$ cat src/rtl/dbw_pkg.sv
`timescale 1ns/1ps
package dbw_pkg;
    typedef enum logic {
        CH_DISARMED = 1'b0,
        CH_ARMED    = 1'b1
    } ch_state_e;
endpackage

$ cat src/rtl/dbw_mask_trim.sv
`timescale 1ns/1ps
// Makes an ignore field contiguous: every bit at or below the highest set bit becomes one.
module dbw_mask_trim #(
    parameter int W = 6
) (
    input  logic [W-1:0] field_i,
    output logic [W-1:0] trimmed_o,
    output logic         cut_o
);
    always_comb begin
        for (int i = 0; i < W; i++) begin
            trimmed_o[i] = |(field_i >> i);
        end
        cut_o = (trimmed_o != field_i);
    end
endmodule

$ cat src/rtl/dbw_channel.sv
`timescale 1ns/1ps
module dbw_channel
    import dbw_pkg::*;
#(
    parameter int ADDR_W  = 32,
    parameter int FIELD_W = 6,
    parameter int LD_BIT  = 30,
    parameter int ST_BIT  = 31
) (
    input  logic              clk,
    input  logic              rst_n,
    input  logic              sel_ctrl,
    input  logic              sel_addr,
    input  logic [ADDR_W-1:0] wr_data,
    input  logic              acc_valid,
    input  logic              acc_store,
    input  logic [ADDR_W-1:0] acc_addr,
    output logic              hit,
    output logic              armed,
    output logic              mask_fix
);
    localparam int HI_W = ADDR_W - FIELD_W;

    ch_state_e          st_q, st_d;
    logic [ADDR_W-1:0]  tgt_q;
    logic [FIELD_W-1:0] raw_field_q, cut_field_q;
    logic               raw_ld_q, raw_st_q, en_ld_q, en_st_q, fix_q;

    logic [FIELD_W-1:0] new_field, trimmed;
    logic               new_ld, new_st, trimmed_cut, changed, any_en;
    logic [ADDR_W-1:0]  care;
    logic               match, type_ok;

    assign new_field = wr_data[FIELD_W-1:0];
    assign new_ld    = wr_data[LD_BIT];
    assign new_st    = wr_data[ST_BIT];
    assign any_en    = new_ld | new_st;
    assign changed   = sel_ctrl && ((new_field != raw_field_q) ||
                                    (new_ld != raw_ld_q) || (new_st != raw_st_q));

    dbw_mask_trim #(.W(FIELD_W)) trim_i (
        .field_i   (new_field),
        .trimmed_o (trimmed),
        .cut_o     (trimmed_cut)
    );

    // next-state: ARM, REARM, DISARM
    always_comb begin
        st_d = st_q;
        unique case (st_q)
            CH_DISARMED: if (changed && any_en)  st_d = CH_ARMED;
            CH_ARMED:    if (changed && !any_en) st_d = CH_DISARMED;
            default:     st_d = CH_DISARMED;
        endcase
    end

    always_ff @(posedge clk or negedge rst_n) begin
        if (!rst_n) st_q <= CH_DISARMED;
        else        st_q <= st_d;
    end

    always_ff @(posedge clk or negedge rst_n) begin
        if (!rst_n) begin
            tgt_q       <= '0;
            raw_field_q <= '0;
            raw_ld_q    <= 1'b0;
            raw_st_q    <= 1'b0;
            cut_field_q <= '0;
            en_ld_q     <= 1'b0;
            en_st_q     <= 1'b0;
            fix_q       <= 1'b0;
        end else begin
            fix_q <= changed && any_en && trimmed_cut;
            if (sel_addr) tgt_q <= wr_data;
            if (sel_ctrl) begin
                raw_field_q <= new_field;
                raw_ld_q    <= new_ld;
                raw_st_q    <= new_st;
            end
            if (changed) begin
                cut_field_q <= trimmed;
                en_ld_q     <= new_ld;
                en_st_q     <= new_st;
            end
        end
    end

    // outputs
    always_comb begin
        care    = ~{{HI_W{1'b0}}, cut_field_q};
        match   = ((acc_addr ^ tgt_q) & care) == '0;
        type_ok = acc_store ? en_st_q : en_ld_q;
        hit     = acc_valid && (st_q == CH_ARMED) && type_ok && match;
        armed   = (st_q == CH_ARMED);
        mask_fix = fix_q;
    end

    p_disarmed_no_hit_r5: assert property (@(posedge clk) disable iff (!rst_n)
        (st_q == CH_DISARMED) |-> !hit);
    p_armed_field_contig_r2: assert property (@(posedge clk) disable iff (!rst_n)
        (st_q == CH_ARMED) |-> ((cut_field_q & (cut_field_q + 1'b1)) == '0));
    p_fix_after_ctrl_write_r3: assert property (@(posedge clk) disable iff (!rst_n)
        mask_fix |-> $past(sel_ctrl));
    p_arm_needs_write_r7: assert property (@(posedge clk) disable iff (!rst_n)
        $rose(armed) |-> $past(sel_ctrl));
    p_target_holds_r8: assert property (@(posedge clk) disable iff (!rst_n)
        !$past(sel_addr) |-> $stable(tgt_q));
endmodule

$ cat src/rtl/dbw_unit.sv
`timescale 1ns/1ps
module dbw_unit #(
    parameter int NUM_CH  = 2,
    parameter int ADDR_W  = 32,
    parameter int FIELD_W = 6,
    parameter int LD_BIT  = 30,
    parameter int ST_BIT  = 31,
    localparam int CH_W   = (NUM_CH > 1) ? $clog2(NUM_CH) : 1
) (
    input  logic              clk,
    input  logic              rst_n,
    input  logic              wr_en,
    input  logic [CH_W-1:0]   wr_chan,
    input  logic              wr_is_ctrl,
    input  logic [ADDR_W-1:0] wr_data,
    input  logic              acc_valid,
    input  logic              acc_store,
    input  logic [ADDR_W-1:0] acc_addr,
    output logic [NUM_CH-1:0] hit_o,
    output logic [NUM_CH-1:0] armed_o,
    output logic [NUM_CH-1:0] mask_fix_o
);
    for (genvar i = 0; i < NUM_CH; i++) begin : g_ch
        logic sel_c, sel_a;
        assign sel_c = wr_en && wr_is_ctrl  && (wr_chan == CH_W'(i));
        assign sel_a = wr_en && !wr_is_ctrl && (wr_chan == CH_W'(i));

        dbw_channel #(
            .ADDR_W (ADDR_W), .FIELD_W(FIELD_W),
            .LD_BIT (LD_BIT), .ST_BIT (ST_BIT)
        ) ch_i (
            .clk       (clk),
            .rst_n     (rst_n),
            .sel_ctrl  (sel_c),
            .sel_addr  (sel_a),
            .wr_data   (wr_data),
            .acc_valid (acc_valid),
            .acc_store (acc_store),
            .acc_addr  (acc_addr),
            .hit       (hit_o[i]),
            .armed     (armed_o[i]),
            .mask_fix  (mask_fix_o[i])
        );
    end

    p_hit_needs_access_r6: assert property (@(posedge clk) disable iff (!rst_n)
        (hit_o != '0) |-> acc_valid);
endmodule

$ cat config.mk
export PLATFORM = sky130hd
export DESIGN_NAME = dbw_unit
export DESIGN_NICKNAME = d
export VERILOG_FILES = /design/src/rtl/dbw_pkg.sv /design/src/rtl/dbw_mask_trim.sv /design/src/rtl/dbw_channel.sv /design/src/rtl/dbw_unit.sv
export SDC_FILE = /design/constraint.sdc
export NUM_CORES = 1
export LEC_CHECK = 0
export ABC_AREA = 1
export BUFFER_PORTS_ARGS = -buffer_cell sky130_fd_sc_hd__buf_4
export CAP_MARGIN = 30
export CORE_ASPECT_RATIO = 1.75
export CORE_MARGIN = 2
export CORE_UTILIZATION = 52
export DETAILED_ROUTE_END_ITERATION = 10
export PLACE_DENSITY = 0.81
export SKIP_LAST_GASP = 1
export SLEW_MARGIN = 30
export SYNTH_ARGS = -nofsm -noshare
export SYNTH_HDL_FRONTEND = slang
export SYNTH_SLANG_ARGS = --single-unit
$ cat constraint.sdc
create_clock -name clk -period 1.46 [get_ports clk]
set_input_delay 0.292 -clock clk [delete_from_list [all_inputs] [get_ports clk]]
set_output_delay 0.292 -clock clk [all_outputs]
set_load 0.02 [all_outputs]
## Yosys cells after proc, flatten, opt, wreduce, memory -nomap -nowiden

Index checks and enable logic that the tools add are counted.

- Output and inout port bits: 6
- Flip-flop bits (word level): 100
- Bits of input ports: 71
- Logic and storage cells: 76

- Multiplexer cells: 8
- Reduce and logical (&&, ||, !) cells: 33
- Equal/unequal tests: 7
- Bitwise logic cells: 10

Operators with widths:

| operator | count |
|---|---|
| 32-bit bitwise AND | 2 |
| 32-bit zero test | 2 |
| 6-bit NOT with 32-bit output | 2 |
| 32-bit XOR | 2 |
| 1-bit logical AND | 20 |
| 6-bit != test | 2 |
| 1-bit 2-to-1 mux | 6 |
| 6-bit OR reduction | 1 |
| 5-bit != test | 1 |
| 5-bit OR reduction | 1 |
| 1-bit logical OR | 4 |
| 1-bit != test | 4 |
| 1-bit one-hot mux with 2 select lines | 2 |
| 4-bit OR reduction | 1 |
| 1-bit NOT | 3 |
| 3-bit OR reduction | 1 |
| 1-bit zero test | 2 |
| 2-bit OR reduction | 1 |
| 1-bit bitwise OR | 1 |

## Longest topological paths before layout

- Depth in word-level cells: 7
- Depth in mapped cells: 9
- Depth with buffers taken out: 9

## By module

A second synthesis with hierarchy kept.

- Cell total of the unflattened synthesis: 724
- Area total of the unflattened synthesis: 5,375.2 µm²

Modules (own cells, without submodules):

| module | times used | area an instance (µm²) | seq. area each (µm²) | cells each |
|---|---|---|---|---|
| dbw_channel | 2 | 2,595.0 | 1,251.2 | 342 |
| dbw_mask_trim | 2 | 77.6 | 0.0 | 16 |
| dbw_unit | 1 | 30.0 | 0.0 | 8 |

## Worst setup path after synthesis

No wires, ideal clock.

- Path kind: reg2out
- Start: register g_ch[0].ch_i.tgt_q[2]
- End: output port hit_o[0]
- Data required time: 1.168 ns
- Cell stages (with the launch flop): 8
- Data arrival time: 1.129 ns
- Buffers on the path: 1
- Setup slack: 0.039 ns
- Cells stage by stage: dfrtp_1 -> or2_2 -> nand2_1 -> o21ai_0 -> nor2_1 -> nand3_1 -> nor2_1 -> buf_4

- Cells in the longest elaborated chain, start to end: 4

Ends and longest elaborated chain:

| what | line | RTL |
|---|---|---|
| start: declaration | dbw_channel.sv:25 | `logic [ADDR_W-1:0] tgt_q;` |
| start signal: assignment | dbw_channel.sv:74 | `if (sel_addr) tgt_q <= wr_data;` |
| 32-bit XOR | dbw_channel.sv:91 | `match = ((acc_addr ^ tgt_q) & care) == '0;` |
| 32-bit bitwise AND | dbw_channel.sv:91 |  |
| 32-bit zero test | dbw_channel.sv:91 |  |
| 1-bit logical AND | dbw_channel.sv:93 | `hit = acc_valid && (st_q == CH_ARMED) && type_ok && match;` |
| end: declaration | dbw_unit.sv:19 | `output logic [NUM_CH-1:0] hit_o,` |

No other way between the ends.

## Worst setup path after layout

- Start: register g_ch[1].ch_i.tgt_q[6]
- End: output port hit_o[1]

- Cells in the longest elaborated chain, start to end: 4

Ends and longest elaborated chain:

| what | line |
|---|---|
| start: declaration | dbw_channel.sv:25 |
| start signal: assignment | dbw_channel.sv:74 |
| 32-bit XOR | dbw_channel.sv:91 |
| 32-bit bitwise AND | dbw_channel.sv:91 |
| 32-bit zero test | dbw_channel.sv:91 |
| 1-bit logical AND | dbw_channel.sv:93 |

No other way between the ends.

==> reports/qor.csv <==
stage;metric;value;unit
outcome;outcome;finished, violations left;
outcome;failing checks;setup timing;
cells_and_area;number of fill cells in the layout;830;
route;DRC violation total after the first TritonRoute iteration;369;
cells_and_area;Util after Layout;66.7;%
pwr;Leak;3.60;nW
min_path;hold_sp;wr_data[15];
setup_path;FF-to-FF Start;g_ch[0].ch_i.raw_field_q[5];
min_path;Hold Path Class;in2reg;
timing;post-layout min period;1910;ps
synth;post-synthesis mux area share;0;%
place;PortBufs;76;
synth;adder-cell area share of the yosys netlist;0;%
global_route;GRT Overall Usage;26.5;%
synth;syn nets;811;
synth;Compound-Gate Fraction of Synth Area;10.2;%
timing;Max Clock Freq;523;MHz
global_route;antenna violations before repair;0;
synth;area of the mapped netlist;5280;um^2
synth;combinational family with the most area after synthesis;simple AND/OR/NAND/NOR gates;
clocking;# H-tree levels;3;
timing;Rel. slew slack;76.5;%
synth;Post-Synth Simple-Gate Area;29.2;%
flow_run;max cap viols;0;
clocking;clock tree buffer depth;2;
timing;final worst slack;-453;ps
timing;clock skew;5.76;ps
synth;part of the Yosys area used for sequential elements;47.4;%
setup_path;WS Path Type;reg2out;
global_route;global-route wire length before repair;22300;um
die;die footprint;11000;um^2
place;area of placed instances;6150;um^2
clocking;CTS tree;built;
clocking;clk_lat worst skew;340;ps
synth;EDFF count, synth;0;
min_path;WHS Path Cells;3;
synth;Main synth FF type;dfrtp_1;
synth;ys async rst share;100;%
timing;Min Hold Slack;225;ps
timing;fin crit share;131;%
setup_path;CP startpoint kind;flip-flop;
route;post-route ant nets;0;
global_route;total grt overflow;0;
route;first drt pass iteration count;6;
setup_path;reg2reg end;g_ch[0].ch_i.cut_field_q[2];
timing;Worst Max-Slew Pin Slew;349;ps
die;Die Ht;137;um
synth;cell count after synthesis;740;
place;dpl hpwl;10200;um
synth;post-synth cell types;25;
global_route;vias in the first global route;4942;
setup_path;WP data required;1170;ps
synth;XOR/XNOR Fraction of Synth Area;2.99;%
cells_and_area;Final Instance Area;6570;um^2
cells_and_area;fraction of layout instances using a drive strength above 1;17.8;%
clocking;total CTS buffers;9;
timing;final slew viol count;0;
die;Row Count;48;
min_path;Hold Path Sink;g_ch[0].ch_i.tgt_q[15];
cells_and_area;Nets;908;
pwr;Peak supply drop;698;uV
route;final wirelength;13800;um
pwr;PD cells;1170;nW/um^2
synth;Warnings, synthesis;0;
route;average wire per standard cell;14.2;um
place;Place WS;-152;ps
clocking;Root Driver;clkbuf_16;
timing;RSZ-0062 raised after global routing;yes;
timing;final setup fails;2;
synth;#FFs+latches synth;100;
cells_and_area;Area Growth Syn to Fin;24.5;%
timing;Final Hold Viols;0;
die;io pins;77;
setup_path;slack of the worst reg-to-reg path;160;ps
route;vias per inst;5.13;
setup_path;critical-path maximum fanout;3;
global_route;pin count of the biggest net entering global routing;65;
die;Die X-Extent;80.1;um
setup_path;CP arrival;1620;ps
route;# DRC;0;
setup_path;Worst setup EP type;output port;
clocking;Worst-path clk slew;70;ps
die;Core Footprint;9850;um^2
route;DR vias;4954;
setup_path;r2r worst-path depth;7;
place;routability cong.;0.958;
die;Starting Density;53.6;%
synth;average size of a mapped cell;7.13;um^2
timing;setup TNS;-844;ps
cells_and_area;antenna cell count;0;
clocking;# clock sinks;100;
## worst max-delay path: stages, from the launching register on
cell and delay (ps):
dfrtp_1 400, inv_1 70, nand2_1 80, nand2_2 70, nor2_4 120, nand2_1 60
nor2_1 100, nand3_1 110, nor2_2 140, buf_6 130
## layout make-up
class	count	area, um^2	area share (%)
Sequential cell	100	2500	38.1
Multi-Input combinational cell	506	2290	34.9
Timing Repair Buffer	107	885	13.5
Inverter	113	424	6.46
Clock buffer	10	229	3.49
Tap cell	125	156	2.38
Clock inverter	5	77.6	1.18
## registers in the layout, summed over array words and instances, names as in the netlist, named ones only
name	count
g_ch.ch_i.raw_st_q	2
g_ch.ch_i.mask_fix	2
g_ch.ch_i.raw_field_q	12
g_ch.ch_i.tgt_q	64
g_ch.ch_i.en_st_q	2
g_ch.ch_i.en_ld_q	2
g_ch.ch_i.cut_field_q	12
g_ch.ch_i.raw_ld_q	2
## how the worst max path moves through the flow
stage | start | to | slack [ps] | depth (start not counted)
2_1_floorplan | g_ch[0].ch_i.tgt_q[2] | hit_o[0] | 40 | 7
3_3_place_gp | acc_addr[2] | hit_o[0] | -150 | 8
3_5_place_dp | acc_addr[0] | hit_o[1] | -150 | 8
4_1_cts | g_ch[1].ch_i.tgt_q[6] | hit_o[1] | -450 | 9
5_1_grt | g_ch[1].ch_i.tgt_q[7] | hit_o[1] | -510 | 8
6_report | g_ch[1].ch_i.tgt_q[6] | hit_o[1] | -450 | 9
## cell usage in the layout, fill, tap and decap left out, types with 3 or more instances in the layout
master,count
inv_1,110
inv_2,3
o21bai_1,3
xnor2_1,10
xor2_1,8
o21ai_1,9
nand2_2,6
nand3_1,24
clkbuf_16,9
nor2_1,54
o21ai_2,3
nor2_2,8
nand2_1,277
buf_12,6
buf_4,99
dfrtp_1,100
o21ai_0,88
## layer usage
metal / part of all wire, % / track usage (%) / vias to the layer above
li1: - / - / 2436
met1: 36 / 27.9 / 2281
met2: 54 / 48.3 / 183
met3: 4.6 / 3.67 / 54
met4: 5.8 / 16.9 / 0
met5: 0 / 0 / -
## logic make-up after synthesis
kind of cell / after synthesis
and+or+nand+nor: 382
buffers and inverters: 134
AOI/OAI and AO/OA: 106
DFF: 100
xor gates and xnor gates: 18
## metrics by stage
step,std cells,total power [mW]
6_report,966,7.69
5_1_grt,966,8.10
4_1_cts,961,7.63
3_5_place_dp,944,5.13
3_3_place_gp,944,5.04
2_1_floorplan,740,4.46
## where the power goes
group | switching [mW] | internal (mW) | total (mW)
sequential | 0.316 | 3.21 | 3.53
combinational | 0.943 | 0.737 | 1.68
clock | 0.998 | 1.49 | 2.48
total | 2.26 | 5.44 | 7.69
## cells in the mapped netlist (all sizes together), types with 3 or more instances
library cell  number  share of area [%]
clkbuf            12               0.85
a21oi              3               0.28
buf                9                1.3
inv              113                8.0
nand2            285                 21
nor2              63                4.5
or2                3               0.36
xnor2             10                1.7
xor2               8                1.3
dfrtp            100                 47
o21ai            100                9.5
nand3             26                2.7
o21bai             3               0.43
## what timing repair did
item | in CTS | in global routing
hold buffers | 1 | 0
endpoints found under the hold margin | 29 | 0
gates resized for setup | 7 | 20
setup buffers | 1 | 5
pin swaps | 6 | 27
setup endpoints to repair | 2 | 4
No activity file was read; power rests on OpenSTA's default activity.
